$ cat config.mk
export PLATFORM = sky130hd
export DESIGN_NAME = sbuf_irq_flags
export DESIGN_NICKNAME = d
export VERILOG_FILES = /design/src/rtl/sbuf_irq_flags.sv
export SDC_FILE = /design/constraint.sdc
export NUM_CORES = 1
export LEC_CHECK = 0
export BUFFER_PORTS_ARGS = -buffer_cell sky130_fd_sc_hd__buf_2
export CORE_AREA = 5 5 42 44
export CTS_BUF_LIST = sky130_fd_sc_hd__clkbuf_8
export DETAILED_ROUTE_END_ITERATION = 8
export DIE_AREA = 0 0 47 49
export MAX_ROUTING_LAYER = met4
export SETUP_SLACK_MARGIN = 0.15
export SYNTH_ARGS = -nofsm -noshare
export SYNTH_HDL_FRONTEND = slang
export SYNTH_SLANG_ARGS = --single-unit
export TNS_END_PERCENT = 5
$ cat constraint.sdc
create_clock -name clk -period 0.8 [get_ports clk]
set_clock_uncertainty 0.1 [all_clocks]
set_input_delay 0.12 -clock clk [delete_from_list [all_inputs] [get_ports clk]]
set_output_delay 0.12 -clock clk [all_outputs]
set_load 0.05 [all_outputs]
$ cat src/rtl/sbuf_irq_flags.sv
module sbuf_irq_flags #(
  parameter int LVL_W = 3
) (
  input  logic             clk,
  input  logic             rst_n,
  input  logic             tx_xfer,
  input  logic [LVL_W-1:0] rx_level,
  input  logic [1:0]       thr_code,
  input  logic             std_mode,
  input  logic             tx_irq_en,
  input  logic             rx_irq_en,
  input  logic             reg_we,
  input  logic [7:0]       reg_wdata,
  output logic [7:0]       reg_rdata,
  output logic             tx_irq,
  output logic             rx_irq
);
  localparam int TX_BIT = 1;
  localparam int RX_BIT = 0;

  logic             tx_flag, rx_flag, rx_above_q;
  logic [LVL_W-1:0] rx_thr;
  logic             rx_above, rx_set, tx_clr, rx_clr;

  assign rx_thr   = std_mode ? LVL_W'(1) : LVL_W'(thr_code) + LVL_W'(1);
  assign rx_above = rx_level >= rx_thr;
  assign rx_set   = rx_above & ~rx_above_q;
  assign tx_clr   = reg_we & ~reg_wdata[TX_BIT];
  assign rx_clr   = reg_we & ~reg_wdata[RX_BIT];

  always_ff @(posedge clk or negedge rst_n) begin
    if (!rst_n) begin
      tx_flag    <= 1'b0;
      rx_flag    <= 1'b0;
      rx_above_q <= 1'b0;
    end else begin
      tx_flag    <= (tx_flag & ~tx_clr) | tx_xfer;
      rx_flag    <= (rx_flag & ~rx_clr) | rx_set;
      rx_above_q <= rx_above;
    end
  end

  assign reg_rdata = {6'b0, tx_flag, rx_flag};
  assign tx_irq    = tx_flag & tx_irq_en;
  assign rx_irq    = rx_flag & rx_irq_en;
endmodule

# --- Word level (Yosys, flattened, before mapping) ---
# Index checks and enable logic that the tools add are counted.
word_totals:
  memories: 0
  latch_bits: 0
  romBits: 0
  ramBits: 0
  input_bits: 20
  elab_cells: 20
  ff_bits: 3
  output_inout_bits: 10
op_classes:
  mux: 1
  order_cmp: 1
  n_reduce_logical: 0
  addsub: 1
  div_mod_pow: 0
  eq_ne: 0
  bitwise: 14
  mul: 0
  shifts: 0
ops:
  columns: ["op", "n"]
  rows:
  - ["$and 1x1->1", 7]
  - ["$not 1->1", 5]
  - ["$add 2x1->3 const B", 1]
  - ["$ge 3x3->1", 1]
  - ["$mux 3", 1]
  - ["$or 1x1->1", 2]

# --- Depth between registers and ports, before layout ---
depth:
  ltp_word: 5
  depth_mapped: 6
  ltp_nobuf: 6

# --- Least setup slack after synthesis ---
# OpenSTA, ideal clock, no wires.
synth_timing:
  kind: "in2reg"
  start: "input thr_code[0]"
  end: "register rx_flag"
  setup_ns: 0.125
  cell_stages: 6
  required_time_ns: 0.575
  slack_ns: -0.444
  arrival_time_ns: 1.018
  n_path_buf: 0
  path_cell_list: "ha_1 -> nand2b_1 -> ha_1 -> and2_4 -> a21boi_2 -> o21ai_2"
synth_between:
  elab_chain_cells: 5
synth_lines:
  columns: ["item", "line", "source"]
  rows:
  - ["start, declared", "8", "input logic [1:0] thr_code,"]
  - ["$add 2x1->3", "25", "assign rx_thr = std_mode ? LVL_W'(1) : LVL_W'(thr_code) + LVL_W'(1);"]
  - ["$mux 3", "25", null]
  - ["$ge 3x3->1", "26", "assign rx_above = rx_level >= rx_thr;"]
  - ["$and 1x1->1", "27", "assign rx_set = rx_above & ~rx_above_q;"]
  - ["$or 1x1->1", "38", "rx_flag <= (rx_flag & ~rx_clr) | rx_set;"]
  - ["end signal, assigned", "38", null]
  - ["end, declared", "21", "logic tx_flag, rx_flag, rx_above_q;"]
# Every way passes these cells.

# --- Worst setup path in the final report ---
# Ends and elaborated chain as after synthesis.

==> reports/summary.txt <==
Failing checks - setup timing
Hold_sp - tx_xfer
Number of I/O pins - 30
First-pass GRT wire length - 903 um
Crit-path cells - buf_6, ha_4, nand2b_1, ha_1, and2_4, a21boi_2, o21ai_2
Drt total wl - 619 um
Cell Area, Synth - 288 um^2
Placed inst area - 352 um^2
Mapped Cells - 32
Kind of critical path - in2reg
FF-to-FF Start - rx_flag
Std-Cell Rows - 14
Layout cell share with drive strength beyond 1 - 52.9%
Worst-case clock buffer depth - 2
Post-Route Utilization - 33.2%
RSZ-0062 raised after global routing - true
Clk network pwr share - 43.8%
Vias per Instance - 3.73
Remaining Overflow, GRT - 0
Startpoint types - input port
Post-Layout Cell Count - 67
Num CTS Buffers - 3
Area Growth Syn to Fin - 61.7%
Crit-path max FO - 2
Die Width - 47 um
DRT Pass-1 Iters - 2
Worst R2R Setup Slack - 0.01 ns
All-layer global routing usage - 6.00%
Clk_lat worst skew - 0.21 ns
Combinational share of power - 36.4%
Crit path largest cell delay - 0.27 ns
Synth Area per Inst - 8.99 um^2
Top-area cell type share of the netlist area - 26.1%
CTS root buffer - clkbuf_8
Final nets - 76
Final hold slack - 0.00998 ns
CP Capture Type - flip-flop
Filler cell count - 155
Core Area - 1400 um^2
Slowest CP cell - ha_1
Final worst path period share - 142%
Ant diodes - 0
Part of the Yosys area used for sequential elements - 26.1%
Clock-pin slew on the worst setup and hold paths - 0.03 ns
Setup-failing EPs final - 6
Vias post-DR - 250
Net Switching - 0.328 mW
Port buffer count - 17
Most common cell after layout, fill and taps aside - buf_2
Cell count after placement - 62
Post-route cell area - 465 um^2
Synth area leaders - dfrtp_1, buf_4, ha_1
Final worst slack - -0.338 ns
Antenna violations before repair - 0
Detail-routed net length per standard cell - 9.24 um
Cell Int Power - 0.635 mW
YS warnings - 0
GP Congestion - 0.633
Reg power frac - 19.7%
Highest clock rate - 879 MHz
DRT iter0 DRCs - 2
Starting Density - 20.5%
#FFs+latches synth - 3
Tmin final - 1.14 ns
Max cap viols - 0
DIE AREA - 2300 um^2
Crit path launch - thr_code[0]
Pwr per Cell Area - 2070 nW/um^2
Pins Over Slew Limit - 0
Vias in the first global route - 231
CTS tree - done
Largest net degree at the start of global routing - 4
Final hold viol count - 0
Hold Path Class - in2reg
Peak VDD IR - 0.657 mV
Worst EP required - 0.79 ns
Synth area leader - dfrtp_1
Commonest non-fill, non-tap cells in the layout - buf_2, conb_1, buf_6
Synth cell types - 12
Remaining antenna violation count - 0
Net Sw Frac - 34.1%
Drc violations - 0
Status - finished, violations left
Final setup TNS - -1.68 ns
Die height - 49 um
WP data arrival - 1.13 ns
Sink Count - 3
Leak - 0.241 nW
Htree depth - 1
## final timing paths
check / depth (start not counted) / endpoint
setup / recovery: 7 / rx_flag
hold / removal: 2 / tx_flag
setup reg to reg: 2 / rx_flag
min in group asynchronous: 2 / tx_flag
max in group asynchronous: 2 / rx_flag
hold reg to reg: 1 / rx_flag
## cells in the mapped netlist, drive strengths merged
cell type and count:
buf 8, a21oi 1, and2 3, conb 1, dfrtp 3, a21boi 1
ha 4, nand2b 5, o21ai 3, inv 3
## critical path, delay by kind of cell
kind / cells / cell delay [ns]
fa+ha+maj: 2 / 0.51
compound gates: 2 / 0.21
simple gates: 2 / 0.19
buf+inv: 1 / 0.10
## per-stage QoR
| step | setup WS (ns) | total power [mW] |
|---|---|---|
| floorplan | -0.430 | 0.452 |
| global placement | -0.583 | 0.475 |
| detailed placement | -0.603 | 0.479 |
| CTS | -0.348 | 0.963 |
| global route | -0.364 | 1.03 |
| finish | -0.338 | 0.963 |
## cell families after synthesis
kind of cell | synth area share, %
AO/OA/AOI/OAI | 12.2
adder cells (fa/ha/maj) | 17.4
buffers and inverters | 24.8
flip-flops | 26.1
other | 1.30
AND/OR/NAND/NOR | 18.3
## registers in the layout, summed over array words and instances (netlist names)
name,flops
rx_flag,1
rx_above_q,1
tx_flag,1
## area by class of cell
| class | instances | area (um^2) | area share (%) |
|---|---|---|---|
| clock inverter | 1 | 3.75 | 0.806 |
| clock buffer | 3 | 41.3 | 8.87 |
| tap | 16 | 20.0 | 4.30 |
| timing repair buffer | 18 | 133 | 28.5 |
| inverter | 3 | 11.3 | 2.42 |
| multi-input combinational | 23 | 181 | 39.0 |
| sequential | 3 | 75.1 | 16.1 |
## power groups by stage
stage | sequential [mW] | combinational [mW] | clock (mW)
finish | 0.190 | 0.351 | 0.422
global route | 0.192 | 0.375 | 0.468
CTS | 0.189 | 0.345 | 0.429
detailed placement | 0.187 | 0.292 | 0
global placement | 0.186 | 0.289 | 0
floorplan | 0.184 | 0.268 | 0
## repair_timing
action / in CTS / in global routing
setup buffers: 0 / 0
gates cloned: 0 / 0
hold buffers: 1 / 0
endpoints found under the setup margin: 7 / 7
gates resized for setup: 12 / 4
hold endpoints to repair: 3 / 0
pin swaps: 0 / 1
## metal layers
| layer | vias up | GRT usage (%) | wire length (um) | part of all wire, % |
|---|---|---|---|---|
| met5 | - | - | 0 | 0 |
| met4 | 0 | 8.29 | 28 | 4.5 |
| met3 | 2 | 1.11 | 71 | 11 |
| met2 | 16 | 8.37 | 330 | 53 |
| met1 | 108 | 5.51 | 188 | 30 |
| li1 | 124 | - | - | - |
(Power assumes the default switching activity.)
